==> src/rtl/cmd_pkt_pkg.sv <==
package cmd_pkt_pkg;

   localparam int BYTE_W   = 8;
   localparam int PKT_LEN  = 5;
   localparam int HDR_FLDS = 4;   // id, op1, op2, integrity; trailer is checked live

   typedef logic [BYTE_W-1:0] byte_t;

   localparam byte_t ID_RD_RAM_B = 8'h02;
   localparam byte_t ID_RD_RAM_W = 8'h03;
   localparam byte_t ID_RD_ROM_B = 8'h04;
   localparam byte_t ID_RD_ROM_W = 8'h05;
   localparam byte_t ID_WR_BYTE  = 8'h10;
   localparam byte_t ID_WR_WORD  = 8'h11;
   localparam byte_t ID_DST_LO   = 8'h20;
   localparam byte_t ID_DST_HI   = 8'h23;
   localparam byte_t ID_BULK_ADR = 8'h80;

   typedef struct packed {
      byte_t id;
      byte_t op1;
      byte_t op2;
      byte_t chk;
   } pkt_hdr_t;

   function automatic logic id_is_legal(input byte_t id);
      logic ok;
      ok = 1'b0;
      if (id >= ID_RD_RAM_B && id <= ID_RD_ROM_W) ok = 1'b1;
      if (id == ID_WR_BYTE || id == ID_WR_WORD)   ok = 1'b1;
      if (id >= ID_DST_LO && id <= ID_DST_HI)     ok = 1'b1;
      if (id == ID_BULK_ADR)                      ok = 1'b1;
      return ok;
   endfunction

   function automatic byte_t op_sum(input byte_t a, input byte_t b);
      return byte_t'(a + b);
   endfunction

endpackage

==> src/rtl/cmd_pkt_framer.sv <==
module cmd_pkt_framer
   import cmd_pkt_pkg::*;
#(
   parameter int TIMEOUT_CYC = 1000,
   parameter int POS_W       = 3
)(
   input  logic             clk,
   input  logic             rst_n,
   input  logic             rx_valid,
   input  logic             id_ok,
   output logic [POS_W-1:0] pos,
   output logic             id_drop,
   output logic             pkt_end
);

   localparam logic [POS_W-1:0] LAST_POS = POS_W'(PKT_LEN - 1);
   localparam int TMR_W = (TIMEOUT_CYC > 1) ? $clog2(TIMEOUT_CYC) : 1;

   logic [POS_W-1:0] pos_q;
   logic             expire;
   logic             at_id;

   assign at_id   = (pos_q == '0);
   assign id_drop = rx_valid && at_id && !id_ok;
   assign pkt_end = rx_valid && (pos_q == LAST_POS);
   assign pos     = pos_q;

   generate
      if (TIMEOUT_CYC > 0) begin : g_idle_tmr
         localparam logic [TMR_W-1:0] TMR_LIM = TMR_W'(TIMEOUT_CYC - 1);
         logic [TMR_W-1:0] idle_q;

         assign expire = !rx_valid && !at_id && (idle_q == TMR_LIM);

         always_ff @(posedge clk) begin
            if (!rst_n)
               idle_q <= '0;
            else if (rx_valid || at_id || expire)
               idle_q <= '0;
            else
               idle_q <= idle_q + 1'b1;
         end
      end else begin : g_no_tmr
         assign expire = 1'b0;
      end
   endgenerate

   always_ff @(posedge clk) begin
      if (!rst_n)
         pos_q <= '0;
      else if (expire)
         pos_q <= '0;
      else if (rx_valid) begin
         if (id_drop || pkt_end)
            pos_q <= '0;
         else
            pos_q <= pos_q + 1'b1;
      end
   end

endmodule

==> src/rtl/cmd_pkt_capture.sv <==
module cmd_pkt_capture
   import cmd_pkt_pkg::*;
#(
   parameter int POS_W = 3
)(
   input  logic             clk,
   input  logic             rst_n,
   input  logic             rx_valid,
   input  byte_t            rx_byte,
   input  logic [POS_W-1:0] pos,
   output pkt_hdr_t         hdr
);

   byte_t fld_q [HDR_FLDS];

   generate
      for (genvar gi = 0; gi < HDR_FLDS; gi++) begin : g_fld
         always_ff @(posedge clk) begin
            if (!rst_n)
               fld_q[gi] <= '0;
            else if (rx_valid && pos == POS_W'(gi))
               fld_q[gi] <= rx_byte;
         end
      end
   endgenerate

   assign hdr.id  = fld_q[0];
   assign hdr.op1 = fld_q[1];
   assign hdr.op2 = fld_q[2];
   assign hdr.chk = fld_q[3];

endmodule

==> src/rtl/cmd_pkt_check.sv <==
module cmd_pkt_check
   import cmd_pkt_pkg::*;
(
   input  pkt_hdr_t hdr,
   input  byte_t    trailer,
   output logic     pkt_ok
);

   logic tail_ok;
   logic integ_ok;
   logic inv_ok;
   logic is_bulk;

   always_comb begin
      is_bulk  = (hdr.id == ID_BULK_ADR);
      tail_ok  = (trailer == hdr.id);
      integ_ok = is_bulk ? (hdr.chk == '0)
                         : (hdr.chk == op_sum(hdr.op1, hdr.op2));
      inv_ok   = (hdr.id != ID_WR_BYTE) || (hdr.op2 == ~hdr.op1);
      pkt_ok   = tail_ok && integ_ok && inv_ok && id_is_legal(hdr.id);
   end

endmodule

==> src/rtl/cmd_pkt_parser.sv <==
module cmd_pkt_parser
   import cmd_pkt_pkg::*;
#(
   parameter int DATA_W      = 8,
   parameter int TIMEOUT_CYC = 1000
)(
   input  logic              clk,
   input  logic              rst_n,
   input  logic              rx_valid,
   input  logic [DATA_W-1:0] rx_byte,
   output logic              cmd_valid,
   output logic [DATA_W-1:0] cmd_id,
   output logic [DATA_W-1:0] cmd_op1,
   output logic [DATA_W-1:0] cmd_op2,
   output logic              nak_req
);

   localparam int POS_W = $clog2(PKT_LEN);

   generate
      if (DATA_W != BYTE_W) begin : g_bad_width
         $error("cmd_pkt_parser: DATA_W must equal the protocol byte width");
      end
      if (TIMEOUT_CYC < 0) begin : g_bad_tmo
         $error("cmd_pkt_parser: TIMEOUT_CYC must not be negative");
      end
   endgenerate

   logic [POS_W-1:0] frm_pos;
   logic             id_drop;
   logic             pkt_end;
   logic             pkt_ok;
   pkt_hdr_t         hdr;

   cmd_pkt_framer #(
      .TIMEOUT_CYC (TIMEOUT_CYC),
      .POS_W       (POS_W)
   ) u_framer (
      .clk      (clk),
      .rst_n    (rst_n),
      .rx_valid (rx_valid),
      .id_ok    (id_is_legal(rx_byte)),
      .pos      (frm_pos),
      .id_drop  (id_drop),
      .pkt_end  (pkt_end)
   );

   cmd_pkt_capture #(
      .POS_W (POS_W)
   ) u_capture (
      .clk      (clk),
      .rst_n    (rst_n),
      .rx_valid (rx_valid),
      .rx_byte  (rx_byte),
      .pos      (frm_pos),
      .hdr      (hdr)
   );

   cmd_pkt_check u_check (
      .hdr     (hdr),
      .trailer (rx_byte),
      .pkt_ok  (pkt_ok)
   );

   always_ff @(posedge clk) begin
      if (!rst_n) begin
         cmd_valid <= 1'b0;
         nak_req   <= 1'b0;
         cmd_id    <= '0;
         cmd_op1   <= '0;
         cmd_op2   <= '0;
      end else begin
         cmd_valid <= pkt_end && pkt_ok;
         nak_req   <= id_drop || (pkt_end && !pkt_ok);
         if (pkt_end && pkt_ok) begin
            cmd_id  <= hdr.id;
            cmd_op1 <= hdr.op1;
            cmd_op2 <= hdr.op2;
         end
      end
   end

endmodule

==> config.mk <==
export PLATFORM = sky130hd
export DESIGN_NAME = cmd_pkt_parser
export DESIGN_NICKNAME = d
export VERILOG_FILES = /design/src/rtl/cmd_pkt_pkg.sv /design/src/rtl/cmd_pkt_framer.sv /design/src/rtl/cmd_pkt_capture.sv /design/src/rtl/cmd_pkt_check.sv /design/src/rtl/cmd_pkt_parser.sv
export SDC_FILE = /design/constraint.sdc
export NUM_CORES = 1
export LEC_CHECK = 0
export BUFFER_PORTS_ARGS = -buffer_cell sky130_fd_sc_hd__buf_2
export CORE_MARGIN = 3
export CORE_UTILIZATION = 50
export CTS_BUF_LIST = sky130_fd_sc_hd__clkbuf_8
export DETAILED_ROUTE_END_ITERATION = 12
export HOLD_SLACK_MARGIN = 0.12
export PLACE_DENSITY = 0.78
export SETUP_SLACK_MARGIN = 0.3
export SKIP_LAST_GASP = 1
export SYNTH_ARGS = -nofsm -noshare
export SYNTH_HDL_FRONTEND = slang
export SYNTH_SLANG_ARGS = --single-unit
export TNS_END_PERCENT = 1
==> constraint.sdc <==
create_clock -name clk -period 3.3 [get_ports clk]
set_clock_uncertainty 0.1 [all_clocks]
set_input_delay 0.165 -clock clk [delete_from_list [all_inputs] [get_ports clk]]
set_output_delay 0.165 -clock clk [all_outputs]
set_load 0.05 [all_outputs]
**After elaboration in Yosys (flattened, before gate mapping)**

Memories as Yosys holds them, arrays and structs flattened.
Cells that the tools add are included.

- Eq/ne operators: 15
- Bitwise gates (word level): 6
- Magnitude comparators: 8
- Reduce and logical (&&, ||, !) cells: 32
- Mux-type cells: 27
- $add $sub $neg: 3

Operators by type and width:

| kind | number |
|---|---|
| 8-bit by 5-bit equality test with 1-bit output, second input constant | 4 |
| 8-bit 2-to-1 mux | 4 |
| 8-bit equality test | 3 |
| 1-bit 2-to-1 mux | 22 |
| 1-bit logical AND | 17 |
| 8-bit equality test, second input constant | 2 |
| 8-bit by 2-bit greater-or-equal comparator with 1-bit output, second input constant | 2 |
| 8-bit by 6-bit greater-or-equal comparator with 1-bit output, second input constant | 2 |
| 8-bit by 3-bit <= comparator with 1-bit output, second input constant | 2 |
| 8-bit by 6-bit <= comparator with 1-bit output, second input constant | 2 |
| 10-bit by 1-bit adder with 10-bit output, second input constant | 1 |
| 10-bit equality test, second input constant | 1 |
| 8-bit adder | 1 |
| 8-bit zero test | 1 |
| 8-bit by 5-bit inequality test with 1-bit output, second input constant | 1 |
| 8-bit inverter | 1 |
| 1-bit logical OR | 7 |
| 3-bit by 2-bit equality test with 1-bit output, second input constant | 2 |
| 1-bit zero test | 4 |
| 1-bit OR | 4 |
| 2-bit OR reduction | 2 |
| 3-bit by 1-bit adder with 3-bit output, second input constant | 1 |
| 3-bit by 1-bit equality test with 1-bit output, second input constant | 1 |
| 3-bit equality test, second input constant | 1 |
| 3 further kinds | 3 |

- Input bits: 11
- RAM bits: 32
- Word-level logic and storage cells: 99
- Register bits: 39
- Memories: 1
- Output and inout port bits: 26

Memories:

| memory | depth | width | read ports | clocked after memory_dff | wr ports | line | RTL |
|---|---|---|---|---|---|---|---|
| u_capture.fld_q | 4 | 8 | 4 | 0 | 4 | cmd_pkt_capture.sv:14 | `byte_t fld_q [HDR_FLDS];` |

**Longest topological paths before layout**

- Word-level depth: 10
- Gate-level depth with buffers: 10
- Mapped depth without buffers: 8

**Hierarchy**

From an unflattened synthesis, not the netlist that was laid out.

- Cell total of the unflattened synthesis: 340
- Area, all modules: 3432.0 µm²

By module, submodules not included:

| module | sequential area each (µm²) | cells an instance | instances | area each (µm²) |
|---|---|---|---|---|
| cmd_pkt_capture | 960.9 | 88 | 1 | 1262.5 |
| cmd_pkt_parser | 520.5 | 117 | 1 | 992.2 |
| cmd_pkt_framer | 260.2 | 66 | 1 | 621.8 |
| cmd_pkt_check | 0.0 | 69 | 1 | 555.5 |

**Least setup slack after synthesis**

No wires, ideal clock.

- Kind: reg-to-reg
- Start: memory u_capture.fld_q[2][0] (netlist name)
- End: register cmd_id[5]
- Cell stages (with the launch flop): 10
- Data required time: 3.078 ns
- Arrival time: 2.631 ns
- Period minus slack after synthesis: 2.853 ns
- Buffers on the path: 1
- Setup time: 0.122 ns
- Setup slack: 0.447 ns
- Cells stage by stage: edfxtp_1 ha_1 fa_1 a211oi_2 o21bai_1 a211o_2 a31oi_1 buf_2 a311oi_1 a311o_1

RTL lines:

| element | line | RTL |
|---|---|---|
| from (decl) | cmd_pkt_capture.sv:14 |  |
| to (signal assigned) | cmd_pkt_parser.sv:76 | `cmd_id <= hdr.id;` |
| to (decl) | cmd_pkt_parser.sv:12 | `output logic [DATA_W-1:0] cmd_id,` |

==> reports/summary.txt <==
TritonCTS clock tree = done
Overall Power = 0.001960 W
# H-tree levels = 3
post-route ant nets = 0
initial antenna violation count = 0
ys flop type = dfxtp_1
worst path cell trace = ha_1 > nand4_1 > or3_1 > a311o_1 > a211oi_4 > buf_6 > a311oi_1 > a311o_1
Max VDD drop = 0.2238 mV
area grow syn2layout = 16.35%
Hold Crit Class = input port to register
Die Ht = 93.92 um
final core utilization = 61.02%
Starting Density = 52.44%
clk sink count = 71
GRT Overall Usage = 21.26%
Syn Std Cell Area = 0.003865 mm2
overall routed net length = 9094 um
Die ar. = 0.008821 mm2
HP Start = rx_byte[7]
register clock-pin slew on the reported worst setup and hold paths = 0.07 ns
Fillers = 636
flops & latches, synth = 71
Max Slew Vio Count = 0
Post-Place Cells = 528
FMAX = 338.1 MHz
commonest non-fill, non-tap cell in the layout = nor2_1
outcome = finished, final reports clean
Setup crit start kind = register
Setup Total Neg Slack = 0 ns
clk root buf = clkbuf_8
Critical path buffers and inverters = 1
Tmin final = 2.957 ns
Syn Area/Cell = 9.496 um2
Wirelength per Cell = 16.30 um
DRC errors left = 0
DP HPWL = 6311 um
WS Path Type = register to register
first-pass GRT wire length = 14550 um
Max-Cap Viols = 0
Core ar. = 0.007370 mm2
Post-synth EDFFs = 32
Worst Tran Pin Value = 0.5184 ns
largest net degree at the start of global routing = 41
Ys Warns = 0
Critical path origin = u_capture.fld_q[2][5]
Seq/Total Area, Yosys = 45.06%
Most common cell on crit path = a311o_1
Placer Congestion = 0.9823
Slew headroom = 65.27%
Max FO, Critical Path = 18
ant diodes = 0
RSZ-0062 raised after global routing = yes
initial drt markers = 249
grt ovf = 0
CTS buffer count = 9
CP Capture Type = register
num ports = 37
layout cell share with drive strength beyond 1 = 17.21%
worst r2r src = u_capture.fld_q[2][5]
Worst-Skew Late Latency = 0.36 ns
Finished Layout Cells = 558
vias in the first global route = 2927
Unique masters post-synth = 50
slowest CP cell = edfxtp_1
setup violators final = 0
via count = 3242
Crit path arrival time = 3.10 ns
floorplan row count = 31
Worst EP required = 3.45 ns
fin crit share = 89.62%
die width = 93.92 um
drt first pass iters = 4
syn nets = 432
DR vias/cell = 5.810
Mapped Cells = 407
CP top delay family = compound AO/OA/AOI/OAI gates
Async SR Flop Fraction = 0%
final net count = 479
Max clock buf depth = 2
PortBufs = 36
Worst path max stage delay = 0.41 ns
Hold Fails Final Rpt = 0
Pwr Density = 435.9 mW/mm2
most frequent cells in the layout = 44 x nor2_1, 39 x dfxtp_1, 38 x nand2_1
Leakage = 1.826 nW
## report_power, final
| group | total, W | internal [W] | switching, W |
|---|---|---|---|
| clock network | 0.000747 | 0.000413 | 0.000334 |
| logic | 0.000244 | 0.0000966 | 0.000147 |
| registers | 0.000970 | 0.000946 | 0.0000237 |
| total | 0.00196 | 0.00146 | 0.000504 |
## cell usage after synthesis, drive strengths merged (2+ instances only)
master / instances / share of area, %
o21ai: 6 / 0.78
nor3: 4 / 0.52
xnor2: 16 / 3.6
o22ai: 3 / 0.49
nor2b: 2 / 0.32
a31oi: 2 / 0.32
nand2b: 2 / 0.32
and3: 23 / 3.7
o311ai: 16 / 3.6
nor4: 3 / 0.49
and2: 33 / 5.3
edfxtp: 32 / 25
buf: 8 / 1.8
or3: 2 / 0.32
a311o: 6 / 1.6
a2111oi: 2 / 0.45
clkbuf: 16 / 1.6
nor2: 44 / 4.3
a311oi: 5 / 1.1
nand4b: 2 / 0.45
a21oi: 22 / 2.8
a211oi: 4 / 1.2
nand2: 38 / 3.7
ha: 13 / 4.2
nand3: 7 / 0.91
inv: 6 / 0.58
nand4: 22 / 3.6
o21bai: 3 / 0.58
xor2: 11 / 2.5
a211o: 2 / 0.49
a31o: 3 / 0.68
dfxtp: 39 / 20
## registers in the layout (all words and copies together), names as in the netlist
name                        count
cmd_id                          8
cmd_op1                         8
cmd_op2                         8
cmd_valid                       1
nak_req                         1
u_capture.fld_q                32
u_framer.g_idle_tmr.idle_q     10
u_framer.pos                    3
## layer usage
layer	vias to the layer above	global-route usage, %	wire length (um)
met1	1519	28.42	3957
met3	15	5.048	560
li1	1594	-	-
met2	114	33.00	4441
met5	-	0	0
met4	0	8.905	135
## through the flow
step	setup WS (ns)	cell area [um2]	hold slack, ns
6_report	0.3426	4497	0.1464
5_1_grt	0.2758	4497	0.1446
4_1_cts	0.3135	4438	0.1356
3_5_place_dp	0.3372	4133	0.3301
3_3_place_gp	0.4234	4133	0.3268
2_1_floorplan	0.4469	3865	0.2632
## cell type report
type	instances	area, um2	area share, %
sequential	71	1742	38.73
multi-input combinational	306	2003	44.55
tap	99	123.9	2.755
clock buffer	12	165.2	3.673
clock inverter	4	50.05	1.113
inverter	6	22.52	0.5008
timing repair buffer	60	390.4	8.681
## cell families after synthesis
| kind of cell | synth area share, % |
|---|---|
| AND/OR/NAND/NOR | 24.77 |
| XOR/XNOR | 6.118 |
| AO/OA/AOI/OAI | 15.05 |
| adder cells (fa/ha/maj) | 4.727 |
| multiplexers | 0.2913 |
| flip-flops | 45.06 |
| buffers and inverters | 3.982 |
## timing repair
action                                  in CTS  in global routing
endpoints found under the setup margin       0                  6
endpoints found under the hold margin       30                  0
hold buffers                                 9                  0
resized for setup                            0                  7
buffers inserted                             0                  5
## path summary, 6_finish.rpt
check                          endpoint  slack, ns  cells past startpoint
hold / removal    u_capture.fld_q[0][7]       0.15                      2
setup / recovery              cmd_id[2]       0.34                      8
setup reg to reg              cmd_id[2]       0.34                      8
hold reg to reg               cmd_id[6]       0.34                      2
No activity file was read; power rests on OpenSTA's default activity.
